===== src/rtl/hp_pkg.sv =====
// Package: shared types and address decode for the host serial port.
// Assumes 8-bit addresses; map 0 and map 1 carry distinct address triples.
package hp_pkg;

    typedef enum logic [1:0] {
        XF_NONE  = 2'd0,
        XF_WRITE = 2'd1,
        XF_RD_CS = 2'd2,
        XF_RD_SQ = 2'd3
    } xfer_kind_t;

    localparam logic [7:0] M0_WR = 8'hF7;
    localparam logic [7:0] M0_CS = 8'hF8;
    localparam logic [7:0] M0_SQ = 8'hF9;
    localparam logic [7:0] M1_WR = 8'hEA;
    localparam logic [7:0] M1_CS = 8'hE9;
    localparam logic [7:0] M1_SQ = 8'hE8;

    // Map a received address to a transfer kind under the selected map.
    function automatic xfer_kind_t decode_addr(input logic map1, input logic [7:0] a);
        xfer_kind_t k;
        k = XF_NONE;
        if (!map1) begin
            if (a == M0_WR)      k = XF_WRITE;
            else if (a == M0_CS) k = XF_RD_CS;
            else if (a == M0_SQ) k = XF_RD_SQ;
        end else begin
            if (a == M1_WR)      k = XF_WRITE;
            else if (a == M1_CS) k = XF_RD_CS;
            else if (a == M1_SQ) k = XF_RD_SQ;
        end
        return k;
    endfunction

endpackage


===== src/rtl/hp_sync.sv =====
// Module: resynchronises N asynchronous serial inputs and flags their edges.
// Assumes each input holds every level for more than STAGES+1 clocks.
module hp_sync #(
    parameter int N      = 3,
    parameter int STAGES = 2
) (
    input  logic         clk,
    input  logic         rst_n,
    input  logic [N-1:0] async_in,
    output logic [N-1:0] lvl,
    output logic [N-1:0] rise,
    output logic [N-1:0] fall
);
    genvar g;
    generate
        for (g = 0; g < N; g++) begin : g_bit
            logic [STAGES-1:0] chain;
            logic              prev;
            // Shift the input through the synchroniser chain and keep last level.
            always_ff @(posedge clk) begin
                if (!rst_n) begin
                    chain <= '0;
                    prev  <= 1'b0;
                end else begin
                    chain <= {chain[STAGES-2:0], async_in[g]};
                    prev  <= chain[STAGES-1];
                end
            end
            assign lvl[g]  = chain[STAGES-1];
            assign rise[g] = chain[STAGES-1] & ~prev;
            assign fall[g] = ~chain[STAGES-1] & prev;
        end
    endgenerate
endmodule


===== src/rtl/hp_frame.sv =====
// Module: frame sequencer. Counts serial clock rises inside a strobe frame,
// assembles the address and command byte and decodes the transfer kind.
// Assumes strobe and clock edges arrive as single-cycle pulses.
module hp_frame
    import hp_pkg::*;
#(
    parameter int ADDR_W = 8,
    parameter int CMD_W  = 8
) (
    input  logic             clk,
    input  logic             rst_n,
    input  logic             map_sel,
    input  logic             stb_lvl,
    input  logic             stb_rise,
    input  logic             stb_fall,
    input  logic             sck_rise,
    input  logic             sdi,
    output logic             commit,
    output logic [CMD_W-1:0] cmd_byte,
    output logic             load,
    output xfer_kind_t       kind,
    output logic             reading
);
    localparam int FRAME_W = ADDR_W + CMD_W;
    localparam int CNT_W   = $clog2(FRAME_W) + 2;
    localparam logic [CNT_W-1:0] CNT_MAX = '1;

    logic [CNT_W-1:0]  cnt;
    logic [ADDR_W-1:0] addr_sr;
    logic [CMD_W-1:0]  data_sr;
    logic [ADDR_W-1:0] addr_next;

    assign addr_next = {sdi, addr_sr[ADDR_W-1:1]};

    // Count clock rises, assemble fields and decode at the last address bit.
    always_ff @(posedge clk) begin
        if (!rst_n) begin
            cnt     <= '0;
            addr_sr <= '0;
            data_sr <= '0;
            kind    <= XF_NONE;
            reading <= 1'b0;
            load    <= 1'b0;
        end else begin
            load <= 1'b0;
            if (stb_rise) begin
                cnt     <= '0;
                kind    <= XF_NONE;
                reading <= 1'b0;
            end else if (!stb_lvl) begin
                reading <= 1'b0;
            end else if (sck_rise) begin
                if (cnt != CNT_MAX) cnt <= cnt + 1'b1;
                if (cnt < CNT_W'(ADDR_W)) addr_sr <= addr_next;
                if (cnt == CNT_W'(ADDR_W - 1)) begin
                    kind <= decode_addr(map_sel, addr_next);
                    if (decode_addr(map_sel, addr_next) inside {XF_RD_CS, XF_RD_SQ}) begin
                        load    <= 1'b1;
                        reading <= 1'b1;
                    end
                end
                if (cnt >= CNT_W'(ADDR_W) && cnt < CNT_W'(FRAME_W))
                    data_sr <= {sdi, data_sr[CMD_W-1:1]};
            end
        end
    end

    // Issue a one-cycle commit when a complete write frame closes.
    always_ff @(posedge clk) begin
        if (!rst_n) begin
            commit   <= 1'b0;
            cmd_byte <= '0;
        end else begin
            commit   <= stb_fall && kind == XF_WRITE && cnt == CNT_W'(FRAME_W);
            cmd_byte <= data_sr;
        end
    end


    commit_on_close_chk: assert property (@(posedge clk) disable iff (!rst_n)
        commit |-> $past(stb_fall));

    load_on_edge_chk: assert property (@(posedge clk) disable iff (!rst_n)
        load |-> $past(sck_rise) && reading);

    excl_chk: assert property (@(posedge clk) disable iff (!rst_n)
        $onehot0({commit, load}));
endmodule


===== src/rtl/hp_cmd.sv =====
// Module: command register. Holds the control byte and splits it into fields.
// Assumes commit is a single-cycle pulse carrying a complete byte.
module hp_cmd #(
    parameter int CMD_W = 8
) (
    input  logic             clk,
    input  logic             rst_n,
    input  logic             commit,
    input  logic [CMD_W-1:0] cmd_byte,
    output logic             sys_stop,
    output logic             in_sel,
    output logic [1:0]       aux_sel,
    output logic [1:0]       fmt_sel
);
    logic [5:0] fields;

    // Load the used command bits on commit; clear on reset.
    always_ff @(posedge clk) begin
        if (!rst_n) fields <= '0;
        else if (commit)
            fields <= {cmd_byte[1], cmd_byte[2], cmd_byte[3], cmd_byte[4],
                       cmd_byte[5], cmd_byte[6]};
    end

    assign sys_stop = fields[5];
    assign in_sel   = fields[4];
    assign aux_sel  = fields[3:2];
    assign fmt_sel  = fields[1:0];


    hold_fields_chk: assert property (@(posedge clk) disable iff (!rst_n)
        !commit |=> $stable(fields));
endmodule


===== src/rtl/hp_readout.sv =====
// Module: readout shifter. Snapshots the selected word at decode and shifts
// it out one bit per serial clock fall, filling with ones behind it.
// Assumes load never coincides with a serial clock fall.
module hp_readout
    import hp_pkg::*;
#(
    parameter int CS_W = 32,
    parameter int SQ_W = 80
) (
    input  logic            clk,
    input  logic            rst_n,
    input  logic            map_sel,
    input  logic            load,
    input  xfer_kind_t      kind,
    input  logic            reading,
    input  logic            sck_fall,
    input  logic [CS_W-1:0] cs_word,
    input  logic [SQ_W-1:0] sq_word,
    input  logic            sq_crc_ok,
    output logic            bit_out
);
    localparam int RO_W = (CS_W + 1 > SQ_W + 1) ? CS_W + 1 : SQ_W + 1;

    logic [RO_W-1:0] shreg;
    logic [RO_W-1:0] snap;

    // Build the snapshot for the decoded read kind and map.
    always_comb begin
        snap = '1;
        if (kind == XF_RD_SQ) begin
            snap[SQ_W:1] = sq_word;
            snap[0]      = sq_crc_ok;
        end else if (map_sel) begin
            snap[CS_W:1] = cs_word;
            snap[0]      = 1'b1;
        end else begin
            snap[CS_W-1:0] = cs_word;
        end
    end

    // Load at decode, then present one bit per falling serial clock.
    always_ff @(posedge clk) begin
        if (!rst_n) begin
            shreg   <= '1;
            bit_out <= 1'b1;
        end else if (load) begin
            shreg <= snap;
        end else if (!reading) begin
            bit_out <= 1'b1;
        end else if (sck_fall) begin
            bit_out <= shreg[0];
            shreg   <= {1'b1, shreg[RO_W-1:1]};
        end
    end


    idle_high_chk: assert property (@(posedge clk) disable iff (!rst_n)
        (!reading && !load) |=> bit_out);
endmodule


===== src/rtl/host_port.sv =====
// Module: host serial control and readout port (top).
// Assumes hp_sck, hp_stb and hp_sdi are slower than clk by several cycles.
module host_port #(
    parameter int ADDR_W      = 8,
    parameter int CMD_W       = 8,
    parameter int CS_W        = 32,
    parameter int SQ_W        = 80,
    parameter int SYNC_STAGES = 2
) (
    input  logic            clk,
    input  logic            rst_n,
    input  logic            map_sel,
    input  logic            hp_sck,
    input  logic            hp_stb,
    input  logic            hp_sdi,
    input  logic [CS_W-1:0] cs_word,
    input  logic [SQ_W-1:0] sq_word,
    input  logic            sq_crc_ok,
    output logic            hp_sdo_val,
    output logic            hp_sdo_drive,
    output logic            sys_stop,
    output logic            in_sel,
    output logic [1:0]      aux_sel,
    output logic [1:0]      fmt_sel
);
    import hp_pkg::*;

    logic [2:0]       s_lvl, s_rise, s_fall;
    logic             commit, load, reading, bit_out;
    logic [CMD_W-1:0] cmd_byte;
    xfer_kind_t       kind;

    hp_sync #(.N(3), .STAGES(SYNC_STAGES)) u_sync (
        .clk(clk), .rst_n(rst_n),
        .async_in({hp_sdi, hp_stb, hp_sck}),
        .lvl(s_lvl), .rise(s_rise), .fall(s_fall)
    );

    hp_frame #(.ADDR_W(ADDR_W), .CMD_W(CMD_W)) u_frame (
        .clk(clk), .rst_n(rst_n), .map_sel(map_sel),
        .stb_lvl(s_lvl[1]), .stb_rise(s_rise[1]), .stb_fall(s_fall[1]),
        .sck_rise(s_rise[0]), .sdi(s_lvl[2]),
        .commit(commit), .cmd_byte(cmd_byte), .load(load),
        .kind(kind), .reading(reading)
    );

    hp_cmd #(.CMD_W(CMD_W)) u_cmd (
        .clk(clk), .rst_n(rst_n), .commit(commit), .cmd_byte(cmd_byte),
        .sys_stop(sys_stop), .in_sel(in_sel), .aux_sel(aux_sel), .fmt_sel(fmt_sel)
    );

    hp_readout #(.CS_W(CS_W), .SQ_W(SQ_W)) u_ro (
        .clk(clk), .rst_n(rst_n), .map_sel(map_sel), .load(load), .kind(kind),
        .reading(reading), .sck_fall(s_fall[0]), .cs_word(cs_word),
        .sq_word(sq_word), .sq_crc_ok(sq_crc_ok), .bit_out(bit_out)
    );

    // Pick the driver style from the map: open-drain low pulls or full drive.
    always_comb begin
        hp_sdo_val   = bit_out;
        hp_sdo_drive = map_sel ? reading : (reading & ~bit_out);
    end


    od_low_only_chk: assert property (@(posedge clk) disable iff (!rst_n)
        (!map_sel && hp_sdo_drive) |-> !hp_sdo_val);

    release_chk: assert property (@(posedge clk) disable iff (!rst_n)
        !s_lvl[1] |=> !hp_sdo_drive);
endmodule


===== config.mk =====
export PLATFORM = sky130hd
export DESIGN_NAME = host_port
export DESIGN_NICKNAME = d
export VERILOG_FILES = /design/src/rtl/hp_pkg.sv /design/src/rtl/hp_sync.sv /design/src/rtl/hp_frame.sv /design/src/rtl/hp_cmd.sv /design/src/rtl/hp_readout.sv /design/src/rtl/host_port.sv
export SDC_FILE = /design/constraint.sdc
export NUM_CORES = 1
export LEC_CHECK = 0
export BUFFER_PORTS_ARGS = -buffer_cell sky130_fd_sc_hd__buf_2
export CORE_AREA = 2 2 124 126
export DETAILED_ROUTE_END_ITERATION = 8
export DIE_AREA = 0 0 126 128
export GPL_ROUTABILITY_DRIVEN = 0
export PLACE_DENSITY = 0.72
export SKIP_LAST_GASP = 1
export SLEW_MARGIN = 30
export SYNTH_ARGS = -nofsm -noshare
export SYNTH_HDL_FRONTEND = slang
export SYNTH_SLANG_ARGS = --single-unit

===== constraint.sdc =====
create_clock -name clk -period 1.8 [get_ports clk]
set_input_delay 0.18 -clock clk [delete_from_list [all_inputs] [get_ports clk]]
set_output_delay 0.18 -clock clk [all_outputs]
set_load 0.01 [all_outputs]

# Yosys cells after proc, flatten, opt, wreduce, memory -nomap -nowiden
# Index checks and enable logic that the tools add are counted.
# totals
reg_bits,130
latch_bits,0
mem_bits_rw,0
romBits,0
inputBits,119
output_inout_bits,8
n_memories,0
# classes
addsub,1
mul,0
div,0
order_cmp,3
n_eq_ne,14
shift,0
mux,23
n_bitwise,15
reduce_logical,16
# op_table
operator,count
$mux W81,3
$eq A8 B8 Y1 const B,6
$mux W48,1
$mux W33,1
$mux W32,1
$mux W2,12
$not A1 Y1,10
$reduce_and A3 Y1,3
$reduce_and A4 Y1,2
$add A6 B1 Y6 const B,1
$eq A2 B2 Y1 const B,3
$eq A6 B3 Y1 const B,1
$eq A6 B5 Y1 const B,1
$ge A6 B4 Y1 const B,1
$lt A6 B4 Y1 const B,1
$lt A6 B5 Y1 const B,1
$ne A6 B6 Y1 const B,1
$reduce_bool A2 Y1,3
$and A1 B1 Y1,5
$mux W1,5
$reduce_or A5 Y1,1
$reduce_and A2 Y1,2
$logic_and A1 B1 Y1,3
$reduce_or A3 Y1,1
other kinds (3),3

# Logic depth before layout (Yosys ltp)
# depth
word_depth,13
depth_mapped,7
mapped_depth_nobuf,5

# Hierarchy
# From an unflattened synthesis, not the netlist that was laid out.
# unflattened
cells_unflattened,616
hier_area_um2,6246.0
# by_module_without_submodules
module,instances,cells_each,area_per_inst_um2,seq_area_each_um2
hp_readout,1,423,4326.6,1641.6
hp_frame,1,145,1382.6,680.7
hp_sync,1,27,296.5,180.2
hp_cmd,1,19,229.0,120.1
host_port,1,2,11.3,0.0

# Least setup slack after synthesis
# No wires, ideal clock.
# synth_path
path_type,flip-flop to flip-flop
from,reg u_frame.cnt[3]
to,reg u_frame.kind[1]
arrival_ps,1445
path_slack_ps,286
stages_incl_launch_ff,6
synth_period_minus_slack_ps,1514
path_cell_list,dfxtp_1 -> buf_4 -> nor3_4 -> nand4_2 -> or4_4 -> a21oi_2
# synth_between
elab_chain_len,2
# synth_rtl
element,line,source
start: declaration,hp_frame.sv:28,logic [CNT_W-1:0] cnt;
start signal: assignment,hp_frame.sv:53,if (cnt != CNT_MAX) cnt <= cnt + 1'b1;
$eq A6 B3 Y1,hp_frame.sv:55,if (cnt == CNT_W'(ADDR_W - 1)) begin
$reduce_and A3 Y1 (no source line),-,
end signal: assignment,hp_frame.sv:56,"kind <= decode_addr(map_sel, addr_next);"
end: declaration,hp_frame.sv:21,"output xfer_kind_t kind,"
# No other way between the ends.
# A chain may end at the register's enable or synchronous reset.

# Worst setup path after layout
# layout_path
from,reg u_frame.cnt[1]
to,reg u_frame.kind[1]
# Same word-level chain as after synthesis.

==> run_results.csv <==
group,metric,value,unit
critical_path,r2r_cells,4,
pwr,seqPwrFrac,0.450,
pwr,p_per_area,870,nW/um^2
global_route,busiest_layer,"met2",
critical_path,cp_num_buf_inv,0,
global_route,gr-total-overflow,0,
pwr,switchingPower,0.00130,W
sta,min_period,1.59,ns
sta,worst_clock_skew,0.0130,ns
pwr,p_leak,3.25,nW
logic_synthesis,seq_area_frac_synth,0.437,
die,ios,127,
clock_tree,root_buffer,"clkbuf_16",
critical_path,cp.required,2.13,ns
final_layout,post_route_cells_drive_above_1_share,0.238,
clock_tree,numClockSinks,127,
route,via_per_inst,5.28,
critical_path,cp_slowest_cell,"or4_4",
worst_hold_path,hold_depth,3,
critical_path,crit_chain,"ha_1 > nand4_2 > or4_4 > a21oi_2",
route,antenna_left,0,
die,die_area,16100,um^2
route,drt_wl_total,13300,um
logic_synthesis,ys_types,44,
job,maxCapViolCount,0,
logic_synthesis,ys_async_sr_fraction,0,
sta,finalCritPeriodShare,0.881,
global_route,use_met1,0.227,
sta,setup_viol,0,
pwr,internal_power,0.00497,W
die,rows,45,
route,drt_iter0_drc,347,
clock_tree,clock_latency,0.41,ns
global_route,antenna_found_initial,0,
route,dr.pass1.iters,5,
pwr,clkPwrFrac,0.498,
die,coreArea,14900,um^2
sta,fmax,0.631,GHz
final_layout,syn_to_final_growth,24.0,%
die,fp.dieH,128,um
logic_synthesis,postSynthAreaPerCell,8.82,um^2
worst_hold_path,hold_class,"input pin to flop",
logic_synthesis,synth-edff-count,0,
logic_synthesis,synth_fp_nets,780,
global_route,grtUsageMet3,0.0584,
critical_path,cpPeakStageDelay,0.59,ns
sta,slew_violations,0,
critical_path,criticalPathCategory,"flop to flop",
clock_tree,cts_tree,"yes",
logic_synthesis,synth_flop_cell,"dfxtp_1",
global_route,grt_max_degree,76,
clock_tree,cts.path.max_buffers,2,
final_layout,antenna_cells,0,
route,vias,5077,
global_route,grt_pass1_vias,4779,
die,initial_core_util,0.391,
critical_path,cp_num_cells,4,
sta,hold_violations,0,
place,post-dp-hpwl,8610,um
global_route,grt_pass1_wl,22700,um
critical_path,start_kind,"flop",
place,portBuffers,126,
global_route,grt_util_met2,0.264,
global_route,track_usage,0.170,
critical_path,end_kind,"flop",
pwr,p_sw_frac,0.208,
clock_tree,post_cts_buffers,0,
sta,rsz0062_at_grt,"no",
critical_path,critPathArrivalTime,1.92,ns
clock_tree,htree_num_levels,4,
critical_path,crit_fanout,5,
route,wl_per_cell,13.8,um
place,dpl.cell_count,927,
critical_path,crit_family,"simple AND/OR/NAND/NOR gates",
die,die_w,126,um
pwr,pwr-share-comb,0.052,
clock_tree,cts.reportedPaths.clkPinSlew,0.05,ns
pwr,total_power,0.00628,W
logic_synthesis,synth_seq_cells,127,
logic_synthesis,synth.yosys.warnings,0,
final_layout,final_net_count,883,
logic_synthesis,synth_area,5810,um^2
clock_tree,cts_made_buffers,17,
final_layout,stdcell_count,961,
logic_synthesis,synth_cells,659,
route,drc_errors,0,
pwr,ir_drop,479,uV
clock_tree,post_cts_resized,0,
run_status,outcome,"finished clean",
sta,max_slew_margin,0.582,
sta,worst_slew_pin_slew,0.623,ns
sta,tns,0,ns
==> final timing paths <==
kind / start / endpoint / slack (ns)
hold reg to reg: u_sync.g_bit[2].chain[0] / u_sync.g_bit[2].chain[1] / 0.43
setup / recovery: u_frame.cnt[1] / u_frame.kind[1] / 0.21
setup reg to reg: u_frame.cnt[1] / u_frame.kind[1] / 0.21
hold / removal: sq_word[67] / u_ro.shreg[68] / 0.05
==> area by class of cell <==
class,count,area (um^2)
inverters,5,18.8
fillers,1399,7650
well taps,188,235
clock inverters,6,58.8
clock buffers,24,482
repair buffers,150,871
multi-input cells,461,3000
flip-flops and latches,127,2550
==> cells by family after synthesis <==
family / share of synthesized area
and+or+nand+nor: 0.229
AOI/OAI and AO/OA: 0.183
DFF: 0.437
buffers and inverters: 0.0504
muxes: 0.0932
xor gates and xnor gates: 0.00301
adders and majority gates: 0.00430
==> layout by cell type (no fill, tap or decap), types with 3 or more instances in the layout <==
cell type	count
buf_2	126
dfxtp_1	126
nand2_1	91
nand3_1	53
mux2i_1	53
o221ai_1	47
nor3_1	37
a41oi_1	33
nor2_1	32
o211ai_1	32
nand2b_1	32
clkbuf_16	17
buf_4	16
and2_1	13
inv_1	4
clkbuf_1	4
dlygate4sd3_1	4
buf_12	4
nand3b_1	3
clkbuf_8	3
clkinv_2	3
==> stage by stage <==
stage / utilization / worst slack, ns / hold slack (ns) / cell area (um^2)
after floorplan: - / 0.286 / 0.304 / 5810
after global placement: 0.446 / 0.260 / 0.391 / 6630
after detailed placement: 0.446 / 0.228 / 0.394 / 6630
after CTS: 0.485 / 0.212 / 0.0399 / 7210
after global routing: 0.485 / 0.107 / 0.0461 / 7210
final: 0.485 / 0.214 / 0.0532 / 7210
==> metal layers <==
metal | up-vias | part of all wire
met1 | 2317 | 0.48
met4 | 0 | 0.0081
met2 | 111 | 0.45
met3 | 9 | 0.058
li1 | 2640 | -
met5 | - | 0
==> power groups by stage <==
| stage | sequential (W) | combinational (W) | clock, W |
|---|---|---|---|
| after floorplan | 0.00288 | 0.000142 | 0 |
| after detailed placement | 0.00288 | 0.000322 | 0 |
| final | 0.00282 | 0.000327 | 0.00312 |
| after global placement | 0.00288 | 0.000323 | 0 |
| after global routing | 0.00282 | 0.000362 | 0.00333 |
| after CTS | 0.00282 | 0.000331 | 0.00320 |
==> synth_stat cells (2+ instances only) <==
cell type / number / area, um^2
a211o_1: 2 / 17.5
a21oi_1: 3 / 15.0
a21oi_2: 2 / 17.5
a41oi_1: 33 / 289
and2_1: 13 / 81.3
buf_1: 7 / 26.3
buf_2: 15 / 75.1
buf_4: 2 / 15.0
clkbuf_1: 42 / 158
dfxtp_1: 127 / 2540
ha_1: 2 / 25.0
inv_1: 4 / 15.0
mux2i_1: 53 / 531
nand2_1: 92 / 345
nand2b_1: 32 / 200
nand3_1: 53 / 265
nand3b_1: 3 / 22.5
nor2_1: 32 / 120
nor2b_1: 2 / 12.5
nor3_1: 37 / 185
o211ai_1: 32 / 240
o21ai_0: 2 / 10.0
o221ai_1: 47 / 412
xnor2_1: 2 / 17.5
==> worst min-delay path, delay by kind of cell <==
kind	cells	cell delay, ns
buffers and inverters	1	0.08
AOI/OAI and AO/OA	1	0.09
and+or+nand+nor	1	0.08
==> sequential cells by signal, summed over array words and instances, names as in the netlist <==
| signal | flops |
|---|---|
| u_frame.cmd_byte | 6 |
| u_sync.g_bit.prev | 2 |
| u_frame.cnt | 6 |
| u_ro.shreg | 81 |
| u_cmd.fields | 6 |
| u_frame.data_sr | 7 |
| u_ro.bit_out | 1 |
| u_frame.reading | 1 |
| u_frame.commit | 1 |
| u_frame.load | 1 |
| u_frame.addr_sr | 7 |
| u_sync.g_bit.chain | 6 |
| u_frame.kind | 2 |
==> repair_timing <==
| item | 4_1_cts | 5_1_grt |
|---|---|---|
| endpoints found under the setup margin | 0 | 0 |
| hold buffers | 4 | 0 |
| hold endpoints to repair | 4 | 0 |
Power figures use the tool's default switching activity.
